`src/rtl/gpe_sci_pkg.sv`:
```
package gpe_sci_pkg;
    typedef enum logic [1:0] {
        ST_IDLE  = 2'd0,
        ST_SHIFT = 2'd1,
        ST_REPLY = 2'd2
    } seq_state_t;

    localparam int PM1_W        = 16;
    localparam int PM1_TMR_BIT  = 0;
    localparam int PM1_GLK_BIT  = 5;
    localparam int PM1_PWR_BIT  = 8;
    localparam int PM1_RTC_BIT  = 10;
    localparam int GPE_PCI_BIT  = 1;
    localparam int GPE_CPU_BIT  = 2;
    localparam int ACC_BYTES    = 4;
endpackage

```
`src/rtl/gpe_byte_seq.sv`:
```
module gpe_byte_seq
    import gpe_sci_pkg::*;
#(
    parameter int WIN   = 4,
    parameter int OFF_W = 2,
    parameter int SUM_W = 4
) (
    input  logic                   clk,
    input  logic                   rst_n,
    input  logic                   acc_start,
    input  logic                   acc_we,
    input  logic [OFF_W-1:0]       acc_addr,
    input  logic [1:0]             acc_len,
    input  logic [8*ACC_BYTES-1:0] acc_wdata,
    input  logic [7:0]             byte_rd,
    output logic [SUM_W-1:0]       byte_off,
    output logic                   byte_wr,
    output logic [7:0]             byte_wdata,
    output logic [8*ACC_BYTES-1:0] acc_rdata,
    output logic                   acc_busy,
    output logic                   acc_done
);
    seq_state_t state_q, state_d;

    logic                   we_q;
    logic [OFF_W-1:0]       base_q;
    logic [1:0]             len_q;
    logic [1:0]             idx_q;
    logic [8*ACC_BYTES-1:0] data_q;
    logic [8*ACC_BYTES-1:0] rdata_q;
    logic                   last_byte;
    logic                   in_win;

    assign byte_off  = SUM_W'(base_q) + SUM_W'(idx_q);
    assign in_win    = byte_off < SUM_W'(WIN);
    assign last_byte = (idx_q == len_q);

    always_comb begin
        state_d = state_q;
        unique case (state_q)
            ST_IDLE:  if (acc_start) state_d = ST_SHIFT;
            ST_SHIFT: if (last_byte) state_d = ST_REPLY;
            ST_REPLY: state_d = ST_IDLE;
            default:  state_d = ST_IDLE;
        endcase
    end

    always_ff @(posedge clk) begin
        if (!rst_n) state_q <= ST_IDLE;
        else        state_q <= state_d;
    end

    always_ff @(posedge clk) begin
        if (!rst_n) begin
            we_q    <= 1'b0;
            base_q  <= '0;
            len_q   <= '0;
            idx_q   <= '0;
            data_q  <= '0;
            rdata_q <= '0;
        end else begin
            unique case (state_q)
                ST_IDLE: if (acc_start) begin
                    we_q    <= acc_we;
                    base_q  <= acc_addr;
                    len_q   <= acc_len;
                    idx_q   <= '0;
                    data_q  <= acc_wdata;
                    rdata_q <= '0;
                end
                ST_SHIFT: begin
                    rdata_q[{idx_q, 3'b000} +: 8] <= in_win ? byte_rd : 8'h00;
                    data_q <= data_q >> 8;
                    idx_q  <= idx_q + 2'd1;
                end
                default: ;
            endcase
        end
    end

    always_comb begin
        byte_wr  = 1'b0;
        acc_busy = 1'b0;
        acc_done = 1'b0;
        unique case (state_q)
            ST_IDLE:  ;
            ST_SHIFT: begin
                acc_busy = 1'b1;
                byte_wr  = we_q && in_win;
            end
            ST_REPLY: begin
                acc_busy = 1'b1;
                acc_done = 1'b1;
            end
            default:  ;
        endcase
    end

    assign byte_wdata = data_q[7:0];
    assign acc_rdata  = rdata_q;

    a_r3_reply_returns_idle: assert property (@(posedge clk) disable iff (!rst_n)
        acc_done |=> !acc_busy);
    a_r3_start_goes_busy: assert property (@(posedge clk) disable iff (!rst_n)
        (!acc_busy && acc_start) |=> (acc_busy && !acc_done));
endmodule

```
`src/rtl/gpe_regs.sv`:
```
module gpe_regs
    import gpe_sci_pkg::*;
#(
    parameter int NB    = 2,
    parameter int SUM_W = 4
) (
    input  logic             clk,
    input  logic             rst_n,
    input  logic             wr,
    input  logic [SUM_W-1:0] off,
    input  logic [7:0]       wdata,
    input  logic             evt_pci,
    input  logic             evt_cpu,
    output logic [7:0]       rd,
    output logic [7:0]       sts0,
    output logic [7:0]       en0
);
    logic [7:0] sts_q [NB];
    logic [7:0] en_q  [NB];

    for (genvar b = 0; b < NB; b++) begin : g_byte
        logic [7:0] set_v;
        logic [7:0] clr_v;
        if (b == 0) begin : g_evt
            always_comb begin
                set_v = 8'h00;
                set_v[GPE_PCI_BIT] = evt_pci;
                set_v[GPE_CPU_BIT] = evt_cpu;
            end
        end else begin : g_noevt
            assign set_v = 8'h00;
        end
        assign clr_v = (wr && off == SUM_W'(b)) ? wdata : 8'h00;

        always_ff @(posedge clk) begin
            if (!rst_n) begin
                sts_q[b] <= 8'h00;
                en_q[b]  <= 8'h00;
            end else begin
                sts_q[b] <= (sts_q[b] & ~clr_v) | set_v;
                if (wr && off == SUM_W'(NB + b)) en_q[b] <= wdata;
            end
        end
    end

    always_comb begin
        rd = 8'h00;
        for (int b = 0; b < NB; b++) begin
            if (off == SUM_W'(b))      rd = sts_q[b];
            if (off == SUM_W'(NB + b)) rd = en_q[b];
        end
    end

    assign sts0 = sts_q[0];
    assign en0  = en_q[0];

    a_r6_pci_sets: assert property (@(posedge clk) disable iff (!rst_n)
        evt_pci |=> sts0[GPE_PCI_BIT]);
    a_r6_cpu_sets: assert property (@(posedge clk) disable iff (!rst_n)
        evt_cpu |=> sts0[GPE_CPU_BIT]);
    a_r5_pci_sticky: assert property (@(posedge clk) disable iff (!rst_n)
        (sts0[GPE_PCI_BIT] && !(wr && off == '0 && wdata[GPE_PCI_BIT]))
        |=> sts0[GPE_PCI_BIT]);
    a_r4_enable_holds: assert property (@(posedge clk) disable iff (!rst_n)
        !wr |=> $stable(en0));
endmodule

```
`src/rtl/gpe_sci_merge.sv`:
```
module gpe_sci_merge
    import gpe_sci_pkg::*;
(
    input  logic [PM1_W-1:0] pm1_sts,
    input  logic [PM1_W-1:0] pm1_en,
    input  logic [7:0]       gpe_sts0,
    input  logic [7:0]       gpe_en0,
    output logic             sci,
    output logic             tmr_armed
);
    localparam logic [PM1_W-1:0] PM1_MASK =
        (PM1_W'(1) << PM1_TMR_BIT) | (PM1_W'(1) << PM1_GLK_BIT) |
        (PM1_W'(1) << PM1_PWR_BIT) | (PM1_W'(1) << PM1_RTC_BIT);
    localparam logic [7:0] GPE_MASK =
        (8'd1 << GPE_PCI_BIT) | (8'd1 << GPE_CPU_BIT);

    logic pm1_hit;
    logic gpe_hit;

    assign pm1_hit   = |(pm1_sts & pm1_en & PM1_MASK);
    assign gpe_hit   = |(gpe_sts0 & gpe_en0 & GPE_MASK);
    assign sci       = pm1_hit | gpe_hit;
    assign tmr_armed = pm1_en[PM1_TMR_BIT] & ~pm1_sts[PM1_TMR_BIT];
endmodule

```
`src/rtl/gpe_sci_hub.sv`:
```
module gpe_sci_hub
    import gpe_sci_pkg::*;
#(
    parameter int GPE_BYTES = 2
) (
    input  logic        clk,
    input  logic        rst_n,
    input  logic        acc_start,
    input  logic        acc_we,
    input  logic [1:0]  acc_addr,
    input  logic [1:0]  acc_len,
    input  logic [31:0] acc_wdata,
    output logic [31:0] acc_rdata,
    output logic        acc_busy,
    output logic        acc_done,
    input  logic [15:0] pm1_sts,
    input  logic [15:0] pm1_en,
    input  logic        evt_pci,
    input  logic        evt_cpu,
    output logic        sci,
    output logic        tmr_armed
);
    localparam int WIN   = 2 * GPE_BYTES;
    localparam int OFF_W = $clog2(WIN);
    localparam int SUM_W = OFF_W + 2;

    logic [SUM_W-1:0] byte_off;
    logic             byte_wr;
    logic [7:0]       byte_wdata;
    logic [7:0]       byte_rd;
    logic [7:0]       gpe_sts0;
    logic [7:0]       gpe_en0;

    gpe_byte_seq #(.WIN(WIN), .OFF_W(OFF_W), .SUM_W(SUM_W)) u_seq (
        .clk(clk), .rst_n(rst_n),
        .acc_start(acc_start), .acc_we(acc_we),
        .acc_addr(OFF_W'(acc_addr)), .acc_len(acc_len),
        .acc_wdata(acc_wdata), .byte_rd(byte_rd),
        .byte_off(byte_off), .byte_wr(byte_wr), .byte_wdata(byte_wdata),
        .acc_rdata(acc_rdata), .acc_busy(acc_busy), .acc_done(acc_done)
    );

    gpe_regs #(.NB(GPE_BYTES), .SUM_W(SUM_W)) u_regs (
        .clk(clk), .rst_n(rst_n),
        .wr(byte_wr), .off(byte_off), .wdata(byte_wdata),
        .evt_pci(evt_pci), .evt_cpu(evt_cpu),
        .rd(byte_rd), .sts0(gpe_sts0), .en0(gpe_en0)
    );

    gpe_sci_merge u_merge (
        .pm1_sts(pm1_sts), .pm1_en(pm1_en),
        .gpe_sts0(gpe_sts0), .gpe_en0(gpe_en0),
        .sci(sci), .tmr_armed(tmr_armed)
    );

    a_r9_quiet_when_masked: assert property (@(posedge clk) disable iff (!rst_n)
        ((pm1_sts & pm1_en) == '0 && gpe_en0 == 8'h00) |-> !sci);
    a_r10_timer_status_blocks: assert property (@(posedge clk) disable iff (!rst_n)
        pm1_sts[PM1_TMR_BIT] |-> !tmr_armed);
    a_r11_event_raises_sci: assert property (@(posedge clk) disable iff (!rst_n)
        (evt_pci && gpe_en0[GPE_PCI_BIT]) |=> sci);
endmodule

```
`config.mk`:
```
export PLATFORM = sky130hd
export DESIGN_NAME = gpe_sci_hub
export DESIGN_NICKNAME = d
export VERILOG_FILES = /design/src/rtl/gpe_sci_pkg.sv /design/src/rtl/gpe_byte_seq.sv /design/src/rtl/gpe_regs.sv /design/src/rtl/gpe_sci_merge.sv /design/src/rtl/gpe_sci_hub.sv
export SDC_FILE = /design/constraint.sdc
export NUM_CORES = 1
export LEC_CHECK = 0
export CORE_MARGIN = 3
export CORE_UTILIZATION = 28
export CTS_BUF_LIST = sky130_fd_sc_hd__clkbuf_16
export CTS_CLUSTER_DIAMETER = 50
export DETAILED_ROUTE_END_ITERATION = 10
export GPL_ROUTABILITY_DRIVEN = 0
export SYNTH_ARGS = -nofsm -noshare
export SYNTH_HDL_FRONTEND = slang
export SYNTH_SLANG_ARGS = --single-unit
```
`constraint.sdc`:
```
create_clock -name clk -period 2.5 [get_ports clk]
set_clock_uncertainty 0.1 [all_clocks]
set_input_delay 0.625 -clock clk [delete_from_list [all_inputs] [get_ports clk]]
set_output_delay 0.625 -clock clk [all_outputs]
set_load 0.01 [all_outputs]
```
==> flow_summary.ini, run 1 <==
[layout]
fin_area_um2 = 5771
syn_to_final_growth_pct = 32.68
drive_gt1_share_pct = 10.37
diodes = 0
fin_nets = 589
instances_no_fill = 695
fillers = 1474
final_util_pct = 38.82

[route]
vias = 3286
ant_nets = 0
drc = 0
viasPerCell = 4.728
dr.pass1.iters = 6
routed_wl_um = 10210
drt-initial-drc-count = 148
routedWlPerCell_um = 14.69

[critical_path]
worstSetupEndpointType = primary output
r2r_start = u_seq.idx_q[0]
start_kind = primary input
cp_max_fo = 2
path_class = in -> out
r2r_cells = 5
cp-startpoint = pm1_sts[0]
required_ns = 1.77
critPathCapture = sci
r2r_end = u_regs.en_q[1][7]
ff2ff_setup_slack_ns = 0.33
critPathArrivalTime_ns = 1.61

[sta]
fin_tns_setup_ns = 0
relSlewSlack_pct = 57.23
worst_slack_ns = 0.1615
fmax_mhz = 427.6
rsz0062_at_grt = false
worst_pin_slew_ns = 0.6416
slew_violations = 0
post-route-min-period_ns = 2.338
hold_viol = 0
final.period_utilization_pct = 93.54
setup_violations = 0
holdWs_ns = 0.3308

[pwr]
power_mw = 4.086
p_leak_nw = 2.125
p_per_area_nw_per_um2 = 708.0
ir_drop_mv = 0.3116

[floorplan]
die-height_um = 130.6
core-area_um2 = 14860
fp.dieArea_um2 = 17060
io_pins = 110
num_rows = 44
fp.dieW_um = 130.6
initial_utilization_pct = 29.26

[yosys]
ys.flop_type = dfxtp_1
async_reset_ff_share_pct = 0
seq_area_frac_synth_pct = 52.01
syn_inst = 413
ys_warn_count = 0
synth_cell_types = 39
synth_seq_cells = 105
syn_area_um2 = 4349
synth-edff-count = 16
synth_area_per_cell_um2 = 10.53
synth_fp_nets = 496

[global_route]
antenna_found_initial = 0
grt_max_degree = 57
grt_pass1_wl_um = 16980
grtUsageMet3_pct = 3.577
grtUsageMet2_pct = 19.93
grt.total_usage_pct = 12.57
grt-ovfl-total = 0
use_met1_pct = 16.52
busiest_layer = met2
first_global_vias = 3325

[clock_network]
post-cts-setup-buffer-count = 0
clk_path_buf_depth = 2
hold_buffers = 0
path_clk_slew_ns = 0.07
cts_root_buf = clkbuf_16
cts_tree = built
cts.sinks = 105
cts_max_level = 3
clk_latency_ns = 0.35
cts_buffers = 9

[job]
maxCapViolCount = 0

[placement]
place_ws_ns = -0.04882
placed_cells = 679
place_hpwl_um = 7525
placed_area_um2 = 5468
port_buffers = 85

[worst_hold_path]
hold_class = reg -> reg

[run_status]
status = finished clean
cell usage in the layout, fill, tap and decap left out, types with 4 or more instances in the layout:
| master | instances |
|---|---|
| a211oi_1 | 26 |
| a21oi_1 | 33 |
| a22o_1 | 32 |
| and2_1 | 16 |
| buf_4 | 19 |
| clkbuf_16 | 9 |
| clkdlybuf4s50_1 | 83 |
| dfxtp_1 | 89 |
| edfxtp_1 | 16 |
| ha_1 | 7 |
| inv_1 | 10 |
| mux2i_1 | 40 |
| nand2_1 | 31 |
| nand3_1 | 16 |
| nor2_1 | 28 |
| o21ai_0 | 4 |
| o22ai_1 | 8 |
cell usage after synthesis (all sizes together), types with 12 or more instances:
library cell	number	share of area [%]
a22o	32	6.4
a21oi	33	3.8
nor2	28	2.4
a211oi	26	4.5
and2	16	2.3
nand2	33	3.0
edfxtp	16	11
inv	12	1.0
nand3	16	1.8
buf	18	2.4
dfxtp	89	41
mux2i	40	9.2
sequential cells by signal (all words and copies together) (netlist names), 2 cells and up:
name and flops:
u_seq.idx_q 2, u_seq.state_q 2, u_seq.base_q 2, u_seq.data_q 32, u_regs.sts_q 16, u_regs.en_q 16
u_seq.len_q 2, u_seq.acc_rdata 32
routing by layer:
| layer | wire length (um) | vias up |
|---|---|---|
| met3 | 607 | 10 |
| met1 | 4739 | 1505 |
| met4 | 98 | 0 |
| li1 | - | 1694 |
| met5 | 0 | - |
| met2 | 4763 | 77 |
logic make-up (layout without fill, tap and decap cells):
| family | Yosys count | count (layout) | synth area share [%] |
|---|---|---|---|
| compound gates | 114 | 114 | 18.44 |
| fa+ha+maj | 9 | 9 | 2.762 |
| simple gates | 107 | 107 | 13.00 |
| mux | 40 | 40 | 9.206 |
| buf+inv | 35 | 133 | 3.970 |
| xor+xnor | 3 | 3 | 0.6043 |
| flops | 105 | 105 | 52.01 |
critical path, stage by stage:
cell and delay [ns]:
clkdlybuf4s50_1 0.42, a22oi_1 0.19, nand3_1 0.09, dlygate4sd2_1 0.29
final cells by class:
type	count	area (um2)	share of cell area [%]
sequential	105	2262	39.20
tap	184	230.2	3.990
timing repair buffer	105	1011	17.52
clock inverter	7	60.06	1.041
clock buffer	9	225.2	3.903
inverter	12	45.04	0.7806
multi-input combinational	273	1937	33.56
worst min path at each step:
stage / endpoint / cells past startpoint / from
after global placement: u_regs.sts_q[1][5] / 2 / u_regs.sts_q[1][5]
after CTS: u_regs.sts_q[0][3] / 2 / u_regs.sts_q[0][3]
final: u_regs.sts_q[0][3] / 2 / u_regs.sts_q[0][3]
after floorplan: u_regs.sts_q[0][0] / 2 / u_regs.sts_q[0][0]
after global routing: u_regs.sts_q[0][3] / 2 / u_regs.sts_q[0][3]
after detailed placement: u_regs.sts_q[0][3] / 2 / u_regs.sts_q[0][3]
power by group:
group / switching [mW] / total (mW) / internal (mW)
combinational: 0.457 / 0.802 / 0.345
sequential: 0.0787 / 1.91 / 1.83
clock: 0.677 / 1.37 / 0.698
total: 1.21 / 4.09 / 2.87
repair_timing:
item,in CTS,in global routing
endpoints found under the setup margin,2,16
pin swaps,0,0
gates resized for setup,2,3
(Power assumes the default switching activity.)
==> run 2: changes to the inputs <==
==> constraint.sdc (replaced) <==
create_clock -name clk -period 2.5 [get_ports clk]
set_clock_uncertainty 0.1 [all_clocks]
set_input_delay 0.625 -clock clk [delete_from_list [all_inputs] [get_ports clk]]
set_output_delay 0.625 -clock clk [all_outputs]
set_load 0.02 [all_outputs]
==> run 2 against run 1 <==
Effect of this change:
- utilization increased by 0.093 points
- clock-buffer cell count increased by 1
- largest cell class unchanged
- sequential power about the same
- via count decreased by 0.46%
- routed wire length decreased by 1.7%
- highest routed layer unchanged
- critical path depth unchanged
- combinational power about the same
- total power increased by 2.7%
- clock power increased by 9%
==> flow_summary.ini, run 2 (synthesized netlist as in run 1, its figures left out) <==
[run_status]
status = finished clean

[placement]
placed_cells = 679
port_buffers = 85
place_hpwl_um = 7550
place_ws_ns = -0.1067

[floorplan]
num_rows = 44
core-area_um2 = 14860
initial_utilization_pct = 29.26
fp.dieW_um = 130.6
io_pins = 110
die-height_um = 130.6
fp.dieArea_um2 = 17060

[clock_network]
hold_buffers = 0
cts_tree = built
clk_latency_ns = 0.34
cts_buffers = 9
post-cts-setup-buffer-count = 0
cts_max_level = 3
cts_root_buf = clkbuf_16
cts.repair.resized = 2
clk_path_buf_depth = 2
cts.sinks = 105
path_clk_slew_ns = 0.07

[pwr]
combPwrFrac_pct = 19.1
p_per_area_nw_per_um2 = 725.7
power_frac_clock_pct = 35.4
swShare_pct = 27.96
pwr-share-seq_pct = 45.5
p_int_mw = 3.024
ir_drop_mv = 0.3765
p_sw_mw = 1.174
p_leak_nw = 2.132

[global_route]
grt_pass1_wl_um = 16750
grt_max_degree = 57
grt-ovfl-total = 0
grt.total_usage_pct = 12.34
antenna_found_initial = 0
first_global_vias = 3293

[route]
dr.pass1.iters = 4
drc = 0
drt-initial-drc-count = 133
ant_nets = 0
routed_wl_um = 10040
viasPerCell = 4.706
vias = 3271
routedWlPerCell_um = 14.44

[layout]
fin_nets = 589
final_common_cell = dfxtp_1
syn_to_final_growth_pct = 33.00
diodes = 0
drive_gt1_share_pct = 9.980
instances_no_fill = 695
final_cell_mix = 89 x dfxtp_1, 83 x clkdlybuf4s50_1, 40 x mux2i_1

[critical_path]
required_ns = 1.77
r2r_start = u_seq.idx_q[0]
start_kind = primary input
critPathCapture = sci
cp_max_fo = 2
cp-startpoint = pm1_sts[0]
path_class = in -> out
critPathArrivalTime_ns = 1.66
r2r_end = u_regs.en_q[0][6]
worstSetupEndpointType = primary output
r2r_cells = 5
ff2ff_setup_slack_ns = 0.16

[sta]
rsz0062_at_grt = true
hold_viol = 0
slew_violations = 0
setup_violations = 0
relSlewSlack_pct = 53.24
holdWs_ns = 0.3341
worst_slack_ns = 0.1160
fmax_mhz = 419.5
post-route-min-period_ns = 2.384
worst_pin_slew_ns = 0.7014
final.period_utilization_pct = 95.36

[job]
maxCapViolCount = 0

[worst_hold_path]
hold_class = reg -> reg
hold_depth = 2
==> run 2: changes by cell type in the layout (fill, tap and decap cells not counted), sizes merged <==
cell	previous run	this run
clkbuf	9	10
clkinv	2	1
inv	17	16
bufinv	0	1
==> run 2: cell type report <==
cell class | instances | area, um2
Fill cell | 1484 | 9080
Sequential cell | 105 | 2262
Multi-Input combinational cell | 273 | 1917
Timing Repair Buffer | 105 | 1011
Clock buffer | 10 | 250.2
Tap cell | 184 | 230.2
Clock inverter | 6 | 68.82
Inverter | 12 | 45.04
==> run 2: layer usage <==
| layer | global-route usage [%] | wire length, um | vias up | share of wire, % |
|---|---|---|---|---|
| met5 | 0 | 0 | - | 0 |
| met4 | 3.267 | 79 | 0 | 0.79 |
| met3 | 3.659 | 603 | 6 | 6.0 |
| met2 | 20.05 | 4617 | 71 | 46 |
| met1 | 16.08 | 4736 | 1497 | 47 |
| li1 | - | - | 1697 | - |
==> run 2: power by group through the flow <==
stage                     registers (mW)  logic [mW]  clock network (mW)
after floorplan                     1.93       0.580                   0
after CTS                           1.91       0.815                1.53
after global routing                1.93       0.895                1.59
final                               1.91       0.801                1.49
after global placement              1.94       0.802                   0
after detailed placement            1.95       0.814                   0
==> run 2: critical path: stages <==
cell and delay [ns]:
clkdlybuf4s50_1 0.42, a22oi_1 0.19, nand3_1 0.09, dlygate4sd2_1 0.33
==> run 2: worst min path at each step <==
stage                        from                  to  slack [ns]
6_report       u_regs.sts_q[0][5]  u_regs.sts_q[0][5]        0.33
3_3_place_gp   u_regs.sts_q[0][4]  u_regs.sts_q[0][4]        0.32
3_5_place_dp   u_regs.sts_q[0][6]  u_regs.sts_q[0][6]        0.32
4_1_cts        u_regs.sts_q[0][6]  u_regs.sts_q[0][6]        0.33
2_1_floorplan  u_regs.sts_q[0][0]  u_regs.sts_q[0][0]        0.31
5_1_grt        u_regs.sts_q[0][0]  u_regs.sts_q[0][0]        0.36
==> run 2: metrics by stage <==
stage               total power [mW]  TNS (ns)  instance area [um2]  util (%)
floorplan                      2.509    -1.245                 4349         -
finish                         4.198         0                 5784     38.91
global route                   4.415   -0.7307                 5784     38.91
global placement               2.747   -0.1452                 5468     36.78
detailed placement             2.764   -0.1939                 5468     36.78
CTS                            4.251         0                 5784     38.91
